<file path="src/rtl/hc_cmd_irq_regs.sv">
module hc_cmd_irq_regs #(
  parameter int NEVT = 7,
  parameter logic [7:0] CODE_CS_RD = 8'h02,
  parameter logic [7:0] CODE_CS_WR = 8'h82,
  parameter logic [7:0] CODE_IS_RD = 8'h03,
  parameter logic [7:0] CODE_IS_WR = 8'h83,
  parameter logic [7:0] CODE_IE_RD = 8'h04,
  parameter logic [7:0] CODE_IE_WR = 8'h84
) (
  input  logic            clk,
  input  logic            rst_n,
  input  logic [7:0]      cmd_code,
  input  logic [31:0]     wr_data,
  input  logic            wr_stb,
  input  logic            rd_stb,
  output logic [31:0]     rd_data,
  input  logic [NEVT-1:0] evt,
  input  logic            rst_done,
  output logic            rst_req,
  output logic            irq
);
  localparam int MIE_BIT = 31;
  localparam int SOC_LSB = 16;

  logic            hcr;
  logic [1:0]      soc;
  logic [NEVT-1:0] ists;
  logic [NEVT-1:0] ien;
  logic            mie;
  logic [31:0]     rd_mux;

  wire wr_cs    = wr_stb && (cmd_code == CODE_CS_WR);
  wire wr_is    = wr_stb && (cmd_code == CODE_IS_WR);
  wire wr_ie    = wr_stb && (cmd_code == CODE_IE_WR);
  wire hcr_set  = !hcr && wr_cs && wr_data[0];
  wire in_reset = hcr || hcr_set;

  wire [NEVT-1:0] clr_mask = wr_is ? wr_data[NEVT-1:0] : '0;

  logic unused_wr_bits;
  assign unused_wr_bits = ^wr_data[MIE_BIT-1:NEVT];

  assign rst_req = hcr;
  assign irq     = mie && |(ists & ien);

  always_comb begin
    rd_mux = '0;
    case (cmd_code)
      CODE_CS_RD: begin
        rd_mux[0]                 = hcr;
        rd_mux[SOC_LSB+1:SOC_LSB] = soc;
      end
      CODE_IS_RD: rd_mux[NEVT-1:0] = ists;
      CODE_IE_RD: begin
        rd_mux[NEVT-1:0] = ien;
        rd_mux[MIE_BIT]  = mie;
      end
      default: rd_mux = '0;
    endcase
  end

  always_ff @(posedge clk) begin
    if (!rst_n) begin
      hcr     <= 1'b0;
      soc     <= 2'b00;
      ists    <= '0;
      ien     <= '0;
      mie     <= 1'b0;
      rd_data <= '0;
    end else begin
      if (hcr) begin
        if (rst_done) hcr <= 1'b0;
      end else if (hcr_set) begin
        hcr <= 1'b1;
      end

      if (in_reset) begin
        soc  <= 2'b00;
        ists <= '0;
        ien  <= '0;
        mie  <= 1'b0;
      end else begin
        if (evt[0]) soc <= soc + 2'd1;
        ists <= (ists & ~clr_mask) | evt;
        if (wr_ie) begin
          ien <= wr_data[NEVT-1:0];
          mie <= wr_data[MIE_BIT];
        end
      end

      if (rd_stb) rd_data <= rd_mux;
    end
  end
endmodule

</file>
<file path="config.mk">
export PLATFORM = sky130hd
export DESIGN_NAME = hc_cmd_irq_regs
export DESIGN_NICKNAME = d
export VERILOG_FILES = /design/src/rtl/hc_cmd_irq_regs.sv
export SDC_FILE = /design/constraint.sdc
export NUM_CORES = 1
export LEC_CHECK = 0
export ABC_AREA = 1
export BUFFER_PORTS_ARGS = -buffer_cell sky130_fd_sc_hd__buf_2
export CAP_MARGIN = 15
export CORE_MARGIN = 1.5
export CORE_UTILIZATION = 48
export CTS_BUF_LIST = sky130_fd_sc_hd__clkbuf_16
export DETAILED_ROUTE_END_ITERATION = 12
export PLACE_DENSITY = 0.89
export SLEW_MARGIN = 15
export SYNTH_ARGS = -nofsm -noshare
export SYNTH_HDL_FRONTEND = slang
export SYNTH_SLANG_ARGS = --single-unit
</file>
<file path="constraint.sdc">
create_clock -name clk -period 3.06 [get_ports clk]
set_clock_uncertainty 0.15 [all_clocks]
set_input_delay 0.612 -clock clk [delete_from_list [all_inputs] [get_ports clk]]
set_output_delay 0.612 -clock clk [all_outputs]
set_load 0.01 [all_outputs]
</file>
==> impl_metrics.py, run 1 <==
metrics = {
    "status": {
        "status": "finished clean",
    },
    "clock_tree": {
        "cts_sinks": 28,
        "cts_resized": 0,
        "cts-buffers-inserted": 3,
        "root_buffer": "clkbuf_16",
        "ctsHoldBuffers": 0,
        "cts_setup_buffers": 0,
        "path_clk_slew_ps": 70,
        "clk_latency_ps": 260,
        "ctsHtreeMaxLevel": 1,
        "clockBufferDepth": 2,
        "cts_tree": "built",
    },
    "logic_synthesis": {
        "synth_compound_area_share_pct": 9.502,
        "ys_ff_latch": 28,
        "yosys-top-cells-count": "nand2_1 (41), nand3_1 (34), dfxtp_1 (28)",
        "synth_xor_area_share_pct": 1.090,
        "yosysWarnings": 0,
        "yosys.cell_types.count": 27,
        "synth_top_family_by_area": "simple AND/OR/NAND/NOR gates",
        "syn-cell-area_um2": 1607,
        "synth.mux.area_fraction_pct": 0,
        "synthSimpleGateAreaFrac_pct": 33.88,
        "syn_inst": 215,
        "yosysTopAreaCell": "dfxtp_1",
        "yosysSeqAreaShare_pct": 34.89,
        "synth_top_area_share_pct": 34.89,
        "syn_area_per_cell_um2": 7.472,
        "synthAdderAreaFrac_pct": 0,
        "async_flop_share_pct": 0,
        "yosys-top-cells-area": "dfxtp_1 (35%), buf_4 (11%), nand3_1 (11%)",
        "synth.most_common_cell": "nand2_1",
        "synth_edf_count": 0,
        "synthFlopType": "dfxtp_1",
    },
    "worst_setup_path": {
        "worst_ep_required_time_ps": 2300,
        "slowest_stage": "dfxtp_1",
        "path_cells": "nand2_1 -> nand4_1 -> o21a_1 -> buf_2",
        "crit_type": "register to primary output",
        "critPathMaxStageDelay_ps": 330,
        "worstSetupEndpointType": "primary output",
        "critPathArrivalTime_ps": 1080,
        "cp_max_fo": 3,
        "cp-start-kind": "register",
    },
    "detailed_routing": {
        "via_per_inst": 4.689,
        "vias": 1374,
        "drt_wl_total_um": 3135,
        "drcViolationCount": 0,
        "dr.pass1.iters": 4,
        "detail_route.wl_per_cell_um": 10.70,
        "drt-initial-drc-count": 85,
        "antenna_left": 0,
    },
    "run": {
        "max-cap-violations": 0,
    },
    "global_routing": {
        "grt_pass1_wl_um": 4823,
        "antenna_found_initial": 0,
        "grtUsageTotal_pct": 17.24,
        "overflow": 0,
        "grt_pass1_vias": 1118,
        "grt_max_degree": 21,
    },
    "power_and_ir_drop": {
        "powerDensity_nw_per_um2": 490.8,
        "leakage_uw": 0.0008636,
        "irDropWorstVdd_uv": 328.3,
    },
    "cells_and_area": {
        "layout.nets": 302,
        "n_antenna_cell": 0,
        "finalInstanceArea_um2": 1792,
        "syn_to_final_growth_pct": 11.53,
        "final_cells": 293,
        "drive_gt1_share_pct": 27.31,
    },
    "timing": {
        "fmax_mhz": 543.1,
        "setup_viol": 0,
        "tns_ps": 0,
        "period_needed_ps": 1841,
        "hold_viol_final": 0,
        "period_share_pct": 60.17,
        "slew_headroom_pct": 58.65,
        "worst_pin_slew_ps": 619.6,
        "finalMaxSlewViolations": 0,
        "rsz0062_at_grt": "no",
    },
    "floorplanning": {
        "ios": 86,
        "dieArea_um2": 3703,
        "rows": 20,
        "die_x_um": 60.85,
        "core-area_um2": 3128,
        "die_h_um": 60.85,
        "initial_core_util_pct": 51.36,
    },
    "placement": {
        "gp_congestion": 0.7662,
        "dpl.hpwl_um": 2202,
        "post_dp_cell_area_um2": 1687,
        "port-buffer-count": 39,
        "dpl.cell_count": 289,
    },
    "worst_hold_path": {
        "hp-class": "register to register",
    },
}
==> flip-flops by register name (all words and copies together) (netlist names) <==
name / count
rd_data: 10
ien: 7
ists: 7
soc: 2
mie: 1
rst_req: 1
==> kinds of logic after synthesis <==
kind of cell	count (synthesis)
xor+xnor	2
simple gates	109
other cells	1
flops	28
buf+inv	51
compound gates	24
==> where the power goes <==
part | internal [µW] | total [µW] | switching (µW)
Clock | 261 | 387 | 126
Combinational | 36.3 | 102 | 65.7
Sequential | 380 | 391 | 10.7
==> per-stage QoR <==
step           util (%)  worst slack, ps  hold slack [ps]  power, µW
2_1_floorplan         -             1491            298.4      490.0
3_3_place_gp      53.92             1112            313.0      496.5
3_5_place_dp      53.92             1092            318.6      499.8
4_1_cts           57.28             1223            330.0      880.6
5_1_grt           57.28             1174            346.1      910.5
6_report          57.28             1219            325.7      879.4
==> path summary, 6_finish.rpt <==
path                       startpoint                       end  slack [ps]  cells past startpoint
setup / recovery   ists[4]$_SDFF_PP0_                       irq        1220                      4
hold / removal    soc[1]$_SDFFE_PP0P_  rd_data[17]$_SDFFE_PN0P_         330                      2
setup reg to reg   rst_req$_SDFF_PN0_       ien[4]$_SDFFE_PP0P_        1820                      4
hold reg to reg   soc[1]$_SDFFE_PP0P_  rd_data[17]$_SDFFE_PN0P_         330                      2
==> routing by layer <==
| layer | vias up | wire length [µm] | track usage, % |
|---|---|---|---|
| li1 | 710 | - | - |
| met5 | - | 0 | 0 |
| met4 | 0 | 0 | 0.9317 |
| met1 | 605 | 1450 | 22.01 |
| met2 | 59 | 1476 | 30.57 |
| met3 | 0 | 209 | 4.691 |
==> critical path, delay by kind of cell (launching register included) <==
family / cells / cell delay (ps)
AO/OA/AOI/OAI: 1 / 180
buffers and inverters: 1 / 140
flip-flops: 1 / 330
AND/OR/NAND/NOR: 2 / 160
==> final cells by class <==
| cell class | count | area (µm²) |
|---|---|---|
| inverter | 21 | 78.83 |
| clock buffer | 3 | 75.07 |
| fill | 304 | 1336 |
| multi-input combinational | 157 | 797.0 |
| sequential | 28 | 560.5 |
| tap | 44 | 55.05 |
| clock inverter | 1 | 30.03 |
| timing repair buffer | 39 | 195.2 |
==> cell usage in the layout, fill, tap and decap left out <==
master	count
bufinv_16	1
inv_2	3
and2_1	2
o21a_1	1
nand2_4	1
nand3_2	4
nor2_8	1
inv_1	18
a21oi_1	11
o21ai_0	4
nand4_1	1
buf_2	39
nor2_1	17
nor2_4	1
xor2_1	1
nand2_1	41
nand3_1	34
clkbuf_16	3
nor2_2	5
nand3_4	1
xnor2_1	1
a21oi_2	8
conb_1	22
dfxtp_1	28
nand2_2	1
(Power assumes the default switching activity.)
==> run 2: changes to the inputs <==
- CORE_UTILIZATION: 48 -> 40
- PLACE_DENSITY: 0.89 -> 0.79
- clock period: 3.06 -> 1.5 ns (I/O delays scaled with it)
==> run 2 against run 1 <==
Effect of this change:
- the run now ends with negative setup slack left
- total power is 100% higher
- core utilization is 7.0 points lower
- register-to-register slack worse by 1600 ps
- sequential share of layout area is 1.2 points lower
- worst hold slack worse by 210 ps
- clock power is 100% higher
- worst setup slack worse by 1200 ps
- via count stayed put
- largest power group unchanged
- critical path type unchanged
- global-route usage is 1.8 points lower
- die area is 19% higher
- sequential cell count stayed put
==> impl_metrics.py, run 2 (synthesis results as in run 1) <==
metrics = {
    "status": {
        "status": "finished with violations",
        "violations": "negative setup slack",
    },
    "detailed_routing": {
        "drcViolationCount": 0,
        "vias": 1374,
        "dr.pass1.iters": 4,
        "via_per_inst": 4.505,
        "drt_wl_total_um": 3208,
        "drt-initial-drc-count": 80,
        "antenna_left": 0,
        "detail_route.wl_per_cell_um": 10.52,
    },
    "timing": {
        "period_share_pct": 101.2,
        "hold_viol_final": 0,
        "period_needed_ps": 1518,
        "hold_ws_ps": 120.2,
        "fin_ws_ps": -17.99,
        "fmax_mhz": 658.8,
        "rsz0062_at_grt": "yes",
        "setup_viol": 1,
        "finalMaxSlewViolations": 0,
    },
    "cells_and_area": {
        "layout.nets": 310,
        "finalInstanceArea_um2": 1897,
        "drive_gt1_share_pct": 33.07,
        "syn_to_final_growth_pct": 18.07,
        "largest_register_ff_count": 10,
        "reg_top3": "rd_data (10), ien (7), ists (7)",
        "final_cell_mix": "nand2_1 (41), buf_2 (39), nand3_1 (33)",
        "top_register": "rd_data",
        "fill_cells": 393,
        "n_antenna_cell": 0,
        "final_common_cell": "nand2_1",
    },
    "worst_setup_path": {
        "crit_type": "register to primary output",
        "worstSetupEndpointType": "primary output",
        "cp_max_fo": 3,
        "critPathArrivalTime_ps": 1070,
        "worst_ep_required_time_ps": 1050,
        "cp-start-kind": "register",
    },
    "power_and_ir_drop": {
        "irDropWorstVdd_uv": 827.6,
        "leakage_uw": 0.0009207,
        "powerDensity_nw_per_um2": 949.0,
        "p_comb_share_pct": 12.6,
        "pwr-share-clk_pct": 43.0,
        "internal_power_uw": 1397,
        "p_sw_uw": 403.1,
        "total_power_uw": 1800,
        "power_switching_share_pct": 22.39,
        "power_frac_seq_pct": 44.4,
    },
    "global_routing": {
        "grt_max_degree": 21,
        "grt_pass1_wl_um": 5230,
        "overflow": 0,
        "antenna_found_initial": 0,
        "grt_pass1_vias": 1217,
        "grtUsageTotal_pct": 15.43,
    },
    "placement": {
        "port-buffer-count": 39,
        "post_dp_cell_area_um2": 1754,
        "gp_congestion": 0.7786,
        "dpl.hpwl_um": 2237,
    },
    "floorplanning": {
        "die_x_um": 66.38,
        "rows": 22,
        "ios": 86,
        "initial_core_util_pct": 42.60,
        "dieArea_um2": 4406,
        "die_h_um": 66.38,
        "core-area_um2": 3771,
    },
    "worst_hold_path": {
        "hp-class": "input port to register",
    },
    "clock_tree": {
        "cts_tree": "built",
        "cts_sinks": 28,
        "ctsHtreeMaxLevel": 1,
        "path_clk_slew_ps": 60,
        "clockBufferDepth": 2,
        "clk_latency_ps": 260,
        "ctsHoldBuffers": 0,
        "cts-buffers-inserted": 3,
        "root_buffer": "clkbuf_16",
    },
    "run": {
        "max-cap-violations": 0,
    },
}
## run 2: power groups by stage
stage | Combinational, µW | Clock [µW] | Sequential (µW)
finish | 226 | 774 | 799
detailed placement | 216 | 0 | 814
floorplan | 184 | 0 | 816
CTS | 220 | 783 | 798
global placement | 212 | 0 | 812
global route | 254 | 813 | 802
## run 2: worst paths after layout
check / start / endpoint / slack [ps] / cells after the start
setup / recovery: ien[4]$_SDFFE_PP0P_ / irq / -20 / 4
hold / removal: evt[1] / ists[1]$_SDFF_PP0_ / 120 / 3
setup reg to reg: rst_req$_SDFF_PN0_ / ien[4]$_SDFFE_PP0P_ / 270 / 4
hold reg to reg: ists[2]$_SDFF_PP0_ / ists[2]$_SDFF_PP0_ / 330 / 2
## run 2: layout make-up
class | count | area (µm²) | share of cell area (%)
well taps | 48 | 60.06 | 3.166
multi-input cells | 157 | 802.0 | 42.28
inverters | 21 | 78.83 | 4.156
clock buffers | 3 | 75.07 | 3.958
flip-flops and latches | 28 | 570.5 | 30.08
repair buffers | 47 | 280.3 | 14.78
clock inverters | 1 | 30.03 | 1.583
## run 2: critical path, cell delays in order, from the launching register on
cell,delay [ps]
dfxtp_2,330
nand2_1,60
nand4_1,100
o21a_1,180
buf_2,130
## run 2: metrics by stage
step,util (%),setup TNS (ps),setup slack [ps],instances
5_1_grt,50.30,-66.04,-66.04,305
3_3_place_gp,46.52,0,55.24,298
4_1_cts,49.60,-19.84,-19.84,303
3_5_place_dp,46.52,0,31.31,298
2_1_floorplan,-,0,242.8,236
6_report,50.30,-17.99,-17.99,305
## run 2: routing by layer
| metal | track usage [%] | up-vias | part of all wire (%) |
|---|---|---|---|
| met1 | 19.35 | 592 | 46 |
| met5 | 0 | - | 0 |
| met3 | 4.089 | 4 | 6.6 |
| li1 | - | 726 | - |
| met2 | 26.38 | 52 | 46 |
| met4 | 3.316 | 0 | 0.72 |
## run 2: timing repair
item                       CTS  global route
pin swaps                    0             1
setup endpoints to repair    1             1
gates resized for setup      3             6
buffers inserted             1             2
==> run 3: changes to the inputs <==
- CORE_MARGIN: 1.5 -> default
- SKIP_CTS_REPAIR_TIMING: default -> 1
==> run 3 against run 2 <==
Effect of this change:
- the flow still finishes with violations (negative setup slack)
- via count grew 0.29%
- clock power is essentially flat
- critical path depth is the same
==> impl_metrics.py, run 3 (synthesis results as in run 1) <==
metrics = {
    "worst_setup_path": {
        "crit_type": "register to primary output",
        "cp-start-kind": "register",
        "critPathArrivalTime_ps": 1060,
        "rrSetupSlack_ps": 280,
        "worst_ep_required_time_ps": 1050,
        "worstSetupEndpointType": "primary output",
        "cp_max_fo": 3,
    },
    "clock_tree": {
        "clockBufferDepth": 2,
        "cts-buffers-inserted": 3,
        "cts_sinks": 28,
        "path_clk_slew_ps": 70,
        "clk_latency_ps": 260,
        "cts_tree": "built",
        "root_buffer": "clkbuf_16",
        "ctsHtreeMaxLevel": 1,
    },
    "cells_and_area": {
        "layout.nets": 307,
        "drive_gt1_share_pct": 31.89,
        "n_antenna_cell": 0,
        "reg_top3": "rd_data (10), ien (7), ists (7)",
        "final_cell_mix": "nand2_1 (39), buf_2 (39), nand3_1 (34)",
        "syn_to_final_growth_pct": 16.51,
        "largest_register_ff_count": 10,
        "top_register": "rd_data",
        "finalInstanceArea_um2": 1872,
    },
    "timing": {
        "tns_ps": -10.58,
        "hold_viol_final": 0,
        "hold_ws_ps": 120.0,
        "finalMaxSlewViolations": 0,
        "fin_ws_ps": -10.58,
        "setup_viol": 1,
        "period_share_pct": 100.7,
        "fmax_mhz": 662.0,
        "period_needed_ps": 1511,
        "rsz0062_at_grt": "yes",
    },
    "floorplanning": {
        "initial_core_util_pct": 42.91,
        "core-area_um2": 3744,
        "die_x_um": 65.38,
        "rows": 22,
        "die_h_um": 65.38,
        "dieArea_um2": 4274,
        "ios": 86,
    },
    "placement": {
        "preCtsSetupSlack_ps": 35.35,
        "post_dp_cell_area_um2": 1754,
        "port-buffer-count": 39,
        "gp_congestion": 0.8025,
        "dpl.hpwl_um": 2258,
    },
    "power_and_ir_drop": {
        "power_switching_share_pct": 22.37,
        "p_comb_share_pct": 12.1,
        "total_power_uw": 1791,
        "pwr-share-clk_pct": 43.2,
        "internal_power_uw": 1391,
        "power_frac_seq_pct": 44.7,
        "powerDensity_nw_per_um2": 957.1,
        "irDropWorstVdd_uv": 541.4,
        "p_sw_uw": 400.8,
        "leakage_uw": 0.0008992,
    },
    "detailed_routing": {
        "antenna_left": 0,
        "drcViolationCount": 0,
        "drt-initial-drc-count": 47,
        "drt_wl_total_um": 3043,
        "vias": 1378,
        "detail_route.wl_per_cell_um": 10.08,
        "dr.pass1.iters": 6,
        "via_per_inst": 4.563,
    },
    "global_routing": {
        "grt_max_degree": 21,
        "grtUsageTotal_pct": 15.28,
        "antenna_found_initial": 0,
        "overflow": 0,
        "grt_pass1_vias": 1152,
        "grt_pass1_wl_um": 5009,
    },
    "worst_hold_path": {
        "hp-class": "input port to register",
    },
    "run": {
        "max-cap-violations": 0,
    },
    "status": {
        "violations": "negative setup slack",
        "status": "finished with violations",
    },
}
-- run 3: changes by cell type in the layout (fill, tap and decap cells not counted), sizes merged --
cell	delta
buf	-3
-- run 3: stage by stage --
| stage | utilization, % | cells |
|---|---|---|
| 2_1_floorplan | - | 236 |
| 3_3_place_gp | 46.86 | 298 |
| 3_5_place_dp | 46.86 | 298 |
| 4_1_cts | 49.67 | 302 |
| 5_1_grt | 50.00 | 302 |
| 6_report | 50.00 | 302 |
-- run 3: final timing paths --
kind | to | start | depth (start not counted)
worst max-delay path | irq | ists[1]$_SDFF_PP0_ | 4
worst min-delay path | ists[5]$_SDFF_PP0_ | evt[5] | 3
worst max register to register | ien[0]$_SDFFE_PP0P_ | rst_req$_SDFF_PN0_ | 4
worst min register to register | ists[5]$_SDFF_PP0_ | ists[5]$_SDFF_PP0_ | 2
-- run 3: critical path, stage by stage, from the launching register on --
cell	delay [ps]
dfxtp_2	340
nand2_2	70
nand4_1	80
o21a_1	180
buf_2	130
-- run 3: routing by layer --
layer,wire length [µm],track usage [%],vias up,part of all wire (%)
li1,-,-,717,-
met1,1378,19.21,606,45
met2,1421,25.77,51,47
met3,219,4.340,4,7.2
met4,24,3.261,0,0.79
met5,0,0,-,0
-- run 3: layout make-up --
type	count	area [µm²]
repair buffers	44	257.7
flip-flops and latches	28	568.0
clock buffers	3	75.07
fillers	384	1872
inverters	21	78.83
well taps	48	60.06
multi-input cells	157	802.0
clock inverters	1	30.03
-- run 3: power by group through the flow --
| stage | logic [µW] | clock network, µW | registers (µW) |
|---|---|---|---|
| final | 217 | 775 | 800 |
| after CTS | 218 | 795 | 797 |
| after global placement | 212 | 0 | 812 |
| after detailed placement | 217 | 0 | 814 |
| after floorplan | 184 | 0 | 816 |
| after global routing | 248 | 821 | 804 |
